**src/rtl/spi_fic_pkg.sv**
```systemverilog
package spi_fic_pkg;
    localparam int BYTE_W   = 8;
    localparam int CNT_FW   = 8;
    localparam int NSRC     = 4;

    // status / enable bit positions, index = source number
    localparam int SRC_POS [NSRC] = '{0, 4, 8, 12};

    // control word fields
    localparam int C_RXTRIG = 0;
    localparam int C_RXDMA  = 8;
    localparam int C_RXFL   = 15;
    localparam int C_TXTRIG = 16;
    localparam int C_TXDMA  = 24;
    localparam int C_TXFL   = 31;

    typedef struct packed {
        logic [CNT_FW-1:0] rx_trig;
        logic [CNT_FW-1:0] tx_trig;
        logic              rx_dma_en;
        logic              tx_dma_en;
    } fic_cfg_t;
endpackage

```
**src/rtl/fic_byte_fifo.sv**
```systemverilog
module fic_byte_fifo
    import spi_fic_pkg::*;
#(
    parameter int DEPTH = 64
) (
    input  logic              clk,
    input  logic              rst_n,
    input  logic              flush,
    input  logic              push,
    input  logic [BYTE_W-1:0] push_data,
    input  logic              pop,
    output logic [BYTE_W-1:0] head,
    output logic [CNT_FW-1:0] count,
    output logic              drop
);
    localparam int AW = $clog2(DEPTH);
    localparam int CW = $clog2(DEPTH + 1);

    typedef struct packed {
        logic [AW-1:0] rd;
        logic [AW-1:0] wr;
        logic [CW-1:0] cnt;
    } ptr_t;

    ptr_t ptr_d, ptr_q;
    logic [BYTE_W-1:0] mem_q [DEPTH];
    logic full, empty, push_ok, pop_ok;

    function automatic logic [AW-1:0] bump(input logic [AW-1:0] p);
        return (p == AW'(DEPTH - 1)) ? '0 : p + 1'b1;
    endfunction

    always_comb begin
        full    = (ptr_q.cnt == CW'(DEPTH));
        empty   = (ptr_q.cnt == '0);
        push_ok = push && !full && !flush;
        pop_ok  = pop && !empty && !flush;
        drop    = push && full && !flush;
        ptr_d   = ptr_q;
        if (flush) begin
            ptr_d = '0;
        end else begin
            if (push_ok) ptr_d.wr = bump(ptr_q.wr);
            if (pop_ok)  ptr_d.rd = bump(ptr_q.rd);
            ptr_d.cnt = ptr_q.cnt + CW'(push_ok) - CW'(pop_ok);
        end
    end

    always_ff @(posedge clk or negedge rst_n) begin
        if (!rst_n) ptr_q <= '0;
        else        ptr_q <= ptr_d;
    end

    always_ff @(posedge clk) begin
        if (push_ok) mem_q[ptr_q.wr] <= push_data;
    end

    assign head  = mem_q[ptr_q.rd];
    assign count = CNT_FW'(ptr_q.cnt);
endmodule

```
**src/rtl/fic_irq_regs.sv**
```systemverilog
module fic_irq_regs
    import spi_fic_pkg::*;
(
    input  logic            clk,
    input  logic            rst_n,
    input  logic [NSRC-1:0] src_set,
    input  logic            ien_wr,
    input  logic [NSRC-1:0] ien_wdata,
    input  logic            clr_wr,
    input  logic [NSRC-1:0] clr_wdata,
    output logic [NSRC-1:0] sts,
    output logic [NSRC-1:0] ien,
    output logic            irq
);
    typedef struct packed {
        logic [NSRC-1:0] sts;
        logic [NSRC-1:0] ien;
    } irq_regs_t;

    irq_regs_t r_d, r_q;

    always_comb begin
        r_d = r_q;
        for (int i = 0; i < NSRC; i++) begin
            r_d.sts[i] = src_set[i] || (r_q.sts[i] && !(clr_wr && clr_wdata[i]));
        end
        if (ien_wr) r_d.ien = ien_wdata;
    end

    always_ff @(posedge clk or negedge rst_n) begin
        if (!rst_n) r_q <= '0;
        else        r_q <= r_d;
    end

    assign sts = r_q.sts;
    assign ien = r_q.ien;
    assign irq = |(r_q.sts & r_q.ien);
endmodule

```
**src/rtl/spi_fifo_irq_ctrl.sv**
```systemverilog
module spi_fifo_irq_ctrl
    import spi_fic_pkg::*;
#(
    parameter int DEPTH = 64
) (
    input  logic        clk,
    input  logic        rst_n,
    input  logic        cfg_wr,
    input  logic [31:0] cfg_wdata,
    input  logic        ien_wr,
    input  logic [31:0] ien_wdata,
    input  logic        sts_clr_wr,
    input  logic [31:0] sts_clr_wdata,
    input  logic        tx_push,
    input  logic [7:0]  tx_push_data,
    input  logic        tx_pop,
    output logic [7:0]  tx_head,
    input  logic        rx_push,
    input  logic [7:0]  rx_push_data,
    input  logic        rx_pop,
    output logic [7:0]  rx_head,
    input  logic        xfer_done,
    output logic [31:0] fifo_sts,
    output logic [31:0] irq_sts,
    output logic        irq_o,
    output logic        rx_dma_req,
    output logic        tx_dma_req
);
    fic_cfg_t cfg_d, cfg_q;
    logic rx_flush, tx_flush, rx_drop, tx_drop_unused;
    logic [CNT_FW-1:0] rx_cnt, tx_cnt;
    logic rx_ready, tx_req;
    logic [NSRC-1:0] src_set, ien_pick, clr_pick, sts_v, ien_v;

    always_comb begin
        cfg_d    = cfg_q;
        rx_flush = cfg_wr && cfg_wdata[C_RXFL];
        tx_flush = cfg_wr && cfg_wdata[C_TXFL];
        if (cfg_wr) begin
            cfg_d.rx_trig   = cfg_wdata[C_RXTRIG +: CNT_FW];
            cfg_d.tx_trig   = cfg_wdata[C_TXTRIG +: CNT_FW];
            cfg_d.rx_dma_en = cfg_wdata[C_RXDMA];
            cfg_d.tx_dma_en = cfg_wdata[C_TXDMA];
        end
    end

    always_ff @(posedge clk or negedge rst_n) begin
        if (!rst_n) cfg_q <= '0;
        else        cfg_q <= cfg_d;
    end

    fic_byte_fifo #(.DEPTH(DEPTH)) u_tx_fifo (
        .clk(clk), .rst_n(rst_n), .flush(tx_flush),
        .push(tx_push), .push_data(tx_push_data), .pop(tx_pop),
        .head(tx_head), .count(tx_cnt), .drop(tx_drop_unused)
    );

    fic_byte_fifo #(.DEPTH(DEPTH)) u_rx_fifo (
        .clk(clk), .rst_n(rst_n), .flush(rx_flush),
        .push(rx_push), .push_data(rx_push_data), .pop(rx_pop),
        .head(rx_head), .count(rx_cnt), .drop(rx_drop)
    );

    assign rx_ready   = (rx_cnt >= cfg_q.rx_trig);
    assign tx_req     = (tx_cnt <= cfg_q.tx_trig);
    assign src_set    = {xfer_done, rx_drop, tx_req, rx_ready};
    assign rx_dma_req = cfg_q.rx_dma_en && rx_ready;
    assign tx_dma_req = cfg_q.tx_dma_en && tx_req;

    // gather / scatter the sparse 32-bit layout
    always_comb begin
        irq_sts = '0;
        for (int i = 0; i < NSRC; i++) begin
            ien_pick[i]        = ien_wdata[SRC_POS[i]];
            clr_pick[i]        = sts_clr_wdata[SRC_POS[i]];
            irq_sts[SRC_POS[i]] = sts_v[i];
        end
    end

    fic_irq_regs u_irq (
        .clk(clk), .rst_n(rst_n), .src_set(src_set),
        .ien_wr(ien_wr), .ien_wdata(ien_pick),
        .clr_wr(sts_clr_wr), .clr_wdata(clr_pick),
        .sts(sts_v), .ien(ien_v), .irq(irq_o)
    );

    assign fifo_sts = {8'h00, tx_cnt, 8'h00, rx_cnt};
endmodule

```
**config.mk**
```make
export PLATFORM = sky130hd
export DESIGN_NAME = spi_fifo_irq_ctrl
export DESIGN_NICKNAME = d
export VERILOG_FILES = /design/src/rtl/spi_fic_pkg.sv /design/src/rtl/fic_byte_fifo.sv /design/src/rtl/fic_irq_regs.sv /design/src/rtl/spi_fifo_irq_ctrl.sv
export SDC_FILE = /design/constraint.sdc
export NUM_CORES = 1
export LEC_CHECK = 0
export BUFFER_PORTS_ARGS = -buffer_cell sky130_fd_sc_hd__buf_2
export CAP_MARGIN = 15
export CORE_UTILIZATION = 40
export DETAILED_ROUTE_END_ITERATION = 12
export GPL_TIMING_DRIVEN = 1
export MAX_ROUTING_LAYER = met4
export PLACE_DENSITY = 0.52
export SLEW_MARGIN = 40
export SYNTH_ARGS = -nofsm -noshare
export SYNTH_HDL_FRONTEND = slang
export SYNTH_SLANG_ARGS = --single-unit
```
**constraint.sdc**
```tcl
create_clock -name clk -period 4.4 [get_ports clk]
set_clock_uncertainty 0.05 [all_clocks]
set_input_delay 0.44 -clock clk [delete_from_list [all_inputs] [get_ports clk]]
set_output_delay 0.44 -clock clk [all_outputs]
set_load 0.02 [all_outputs]
```
==> run_results.csv <==
group,metric,value,unit
setup_path,worstPathMaxFanout,24,
synthesis,synth_seq_cells,1088,
placement,place_area,46300,µm²
sta,relSlewSlack,0.417,
synthesis,yosysTopAreaCellShare,0.702,
run_status,outcome,"finished, final reports clean",
setup_path,arrival,3.70,ns
placement,dp.final_hpwl,61500,µm
clock_network,cts_buffer_depth,3,
clock_network,clk_latency,0.72,ns
global_routing,grt.total_usage,0.187,
global_routing,grt_max_degree,65,
sta,worst_slew_pin_slew,0.872,ns
global_routing,grt_pass1_vias,22200,
sta,setup_tns,0,ns
global_routing,overflow,0,
min_path,worstHoldPathCells,2,
routing,first_pass_iters,6,
routing,totalWireLength,99600,µm
finish,fillCellCount,9138,
floorplanning,io_pins,205,
synthesis,synth_top_cell_by_area,"edfxtp_1",
floorplanning,core-area,108000,µm²
synthesis,synth_cell_types,53,
flow_run,drv_cap,0,
min_path,hp-class,"input port to register",
routing,num_vias,21500,
finish,n_antenna_cell,0,
setup_path,path_class,"register to output port",
clock_network,cts-root-buf,"clkbuf_16",
finish,post_route_cells_drive_above_1_share,0.274,
setup_path,r2r_cells,16,
synthesis,syn_inst,2237,
clock_network,cts_tree,"done",
synthesis,netlist_area,43800,µm²
floorplanning,dieHeight,333,µm
sta,period_minus_slack,4.19,ns
sta,hold_viol_final,0,
routing,wire_per_inst,25.1,µm
finish,fin_nets,2633,
sta,rsz0062_at_grt,"yes",
pwr,p_per_area,534,nW/µm²
floorplanning,initial_core_util,0.406,
pwr,total_leakage_power,16.2,nW
clock_network,htreeDepth,3,
synthesis,avgSynthCellArea,19.6,µm²
routing,drc_errors,0,
floorplanning,chipWidth,333,µm
sta,max_freq,0.238,GHz
sta,setup-violations-final,0,
synthesis,synth-seq-area-share,0.739,
setup_path,reg2reg_slack,0.61,ns
global_routing,antenna_found_initial,4,
setup_path,crit_path_start,"u_rx_fifo.ptr_q[15]$_DFFE_PN0P_",
finish,fin_util,0.466,
synthesis,synth_flop_cell,"edfxtp_1",
min_path,hold_start,"ien_wr",
floorplanning,rows,120,
setup_path,end_kind,"output port",
finish,area.growth.synth_to_final,14.7,%
sta,min_period_over_period,0.953,
setup_path,r2r-start,"u_tx_fifo.count[2]$_DFF_PN0_",
synthesis,synth-edff-count,1024,
floorplanning,die_area,111000,µm²
synthesis,postSynth.asyncResetShare,0.0588,
setup_path,startpoint_type,"register",
clock_network,cts.sinks,1088,
global_routing,grt_pass1_wl,149000,µm
sta,maxSlewViolCount,0,
placement,place_congestion,0.804,
finish,stdcell_area,50200,µm²
routing,drtAntennaViolNets,0,
routing,avgViaCountPerCell,5.43,
routing,drt_iter0_drc,1980,
synthesis,synth.area.top_cells,"edfxtp_1 (70%), mux4_2 (14%), dfrtp_1 (3.7%), nor2_1 (1.3%), buf_4 (1.2%)",
pwr,irDropWorstVdd,0.377,mV
clock_network,cts_buffers,113,
placement,io_buffers,90,
synthesis,yosys_warnings,0,
setup_path,cp.required,3.91,ns
clock_network,clk_pin_slew,0.06,ns
==> placed cells by master, fill, tap and decap left out, types with 7 or more instances in the layout <==
cell           synthesis  layout
o221ai_1              21      21
mux4_2               264     264
o22ai_1               21      21
dlygate4sd3_1          0      33
buf_12                 0       9
edfxtp_1            1024    1024
mux2i_1               44      44
a221oi_1               8       8
nand3_1               23      23
nor3_1                37      31
conb_1                 1      46
nand2_1               75      75
or3_1                  7       7
mux2_2                10      10
inv_1                 33      33
ha_1                  36      36
dfrtp_1               64      59
nand3b_1              10      10
a21o_1                 7       7
a21oi_1               36      36
clkbuf_16              0     113
nor2_2                 0      28
clkbuf_1              54      25
a22oi_1               29      28
and2_1                 7       7
nand2b_1               8       8
nor2b_1               29      29
clkinv_1               0      24
buf_4                 70     127
a211oi_1              12      12
buf_2                 25      83
a22o_1                 8       8
o21ai_0               33      33
clkinv_2               0      23
xnor2_1               10      10
nor2_1               147     119
==> registers in the layout (all words and copies together) (netlist names) <==
| register | flops |
|---|---|
| cfg_q | 18 |
| u_irq.ien | 4 |
| u_irq.sts | 4 |
| u_rx_fifo.count | 7 |
| u_rx_fifo.mem_q | 512 |
| u_rx_fifo.ptr_q | 12 |
| u_tx_fifo.count | 7 |
| u_tx_fifo.mem_q | 512 |
| u_tx_fifo.ptr_q | 12 |
==> repair_timing <==
action                                  in CTS  in global routing
resized for setup                            0                  2
endpoints found under the setup margin       0                  1
hold endpoints to repair                    94                  0
hold buffers                                33                  0
setup buffers                                0                  0
==> area by class of cell <==
type	count	area (µm²)	share of cell area
Clock inverter	65	559	0.0111
Inverter	33	124	0.00247
Tap cell	1403	1760	0.0350
Sequential cell	1088	32400	0.645
Timing Repair Buffer	254	1920	0.0382
Multi-Input combinational cell	983	10500	0.209
Clock buffer	144	3000	0.0598
==> where the power goes <==
group / total (mW) / internal [mW] / leakage, nW / switching (mW)
logic: 5.63 / 2.55 / 4.48 / 3.09
registers: 12.0 / 11.6 / 10.0 / 0.431
clock network: 9.18 / 5.19 / 1.74 / 3.99
==> Yosys cell counts, types with 2 or more instances <==
cell and count:
nor3_1 37, a211o_1 4, buf_4 70, ha_1 36, xor2_1 6, buf_1 9
and3_1 2, clkbuf_1 54, o21a_1 5, o21ai_0 33, a21oi_1 36, o221ai_1 21
nand4_1 4, fa_1 2, mux2_2 10, nand2_1 75, buf_2 25, nor2_1 147
a221oi_1 8, or2_1 2, nand3b_1 10, a22oi_1 29, or3b_2 4, nor3b_1 3
xnor2_1 10, a211oi_1 12, mux2_1 2, and2_1 7, o21bai_1 6, or2_2 3
nand3_1 23, a21o_1 7, o22ai_1 21, edfxtp_1 1024, mux2i_1 44, nand2b_1 8
a31oi_1 2, a22o_1 8, buf_6 19, nor2b_1 29, dfrtp_1 64, or3_1 7
mux4_2 264, inv_1 33, a2111oi_0 4
==> final timing paths <==
check / endpoint
worst min register to register: cfg_q[0]$_DFFE_PN0P_
worst max-delay path: rx_head[3]
worst max register to register: u_tx_fifo.count[6]$_DFF_PN0_
max in group asynchronous: u_tx_fifo.ptr_q[15]$_DFFE_PN0P_
worst min-delay path: u_irq.ien[3]$_DFFE_PN0P_
min in group asynchronous: u_irq.ien[0]$_DFFE_PN0P_
==> kinds of logic (layout without fill, tap and decap cells) <==
group,after synthesis,in the layout,synth area share
other cells,1,46,0.0000857
fa+ha+maj,38,38,0.0112
simple gates,364,364,0.0384
xor+xnor,16,16,0.00320
mux,320,320,0.149
buf+inv,211,496,0.0281
flops,1088,1088,0.739
compound gates,199,199,0.0309
==> per-stage QoR <==
| step | hold WS, ns | setup WS, ns | std cells | total power, mW |
|---|---|---|---|---|
| 6_report | 0.0392 | 0.206 | 3970 | 26.8 |
| 3_5_place_dp | 0.448 | 0.632 | 3728 | 17.9 |
| 4_1_cts | 0.00189 | 0.0330 | 3970 | 27.1 |
| 5_1_grt | 0.0139 | -0.00486 | 3970 | 27.9 |
| 2_1_floorplan | 0.0944 | 0.989 | 2282 | 16.1 |
| 3_3_place_gp | 0.426 | 0.634 | 3728 | 17.8 |
==> layer usage <==
| metal | GRT usage | routed length (µm) | vias up |
|---|---|---|---|
| li1 | - | - | 9460 |
| met1 | 0.275 | 47300 | 11400 |
| met2 | 0.274 | 45600 | 536 |
| met3 | 0.0283 | 4580 | 161 |
| met4 | 0.0444 | 2130 | 0 |
| met5 | - | 0 | - |
==> worst max-delay path, cell delays in order (launching register included) <==
cell,delay [ns]
dfrtp_1,0.73
buf_12,0.26
nor2b_1,0.70
a22o_1,0.31
a221oi_1,0.07
o22ai_1,0.48
a211o_1,0.22
buf_2,0.18
Power figures use the tool's default switching activity.
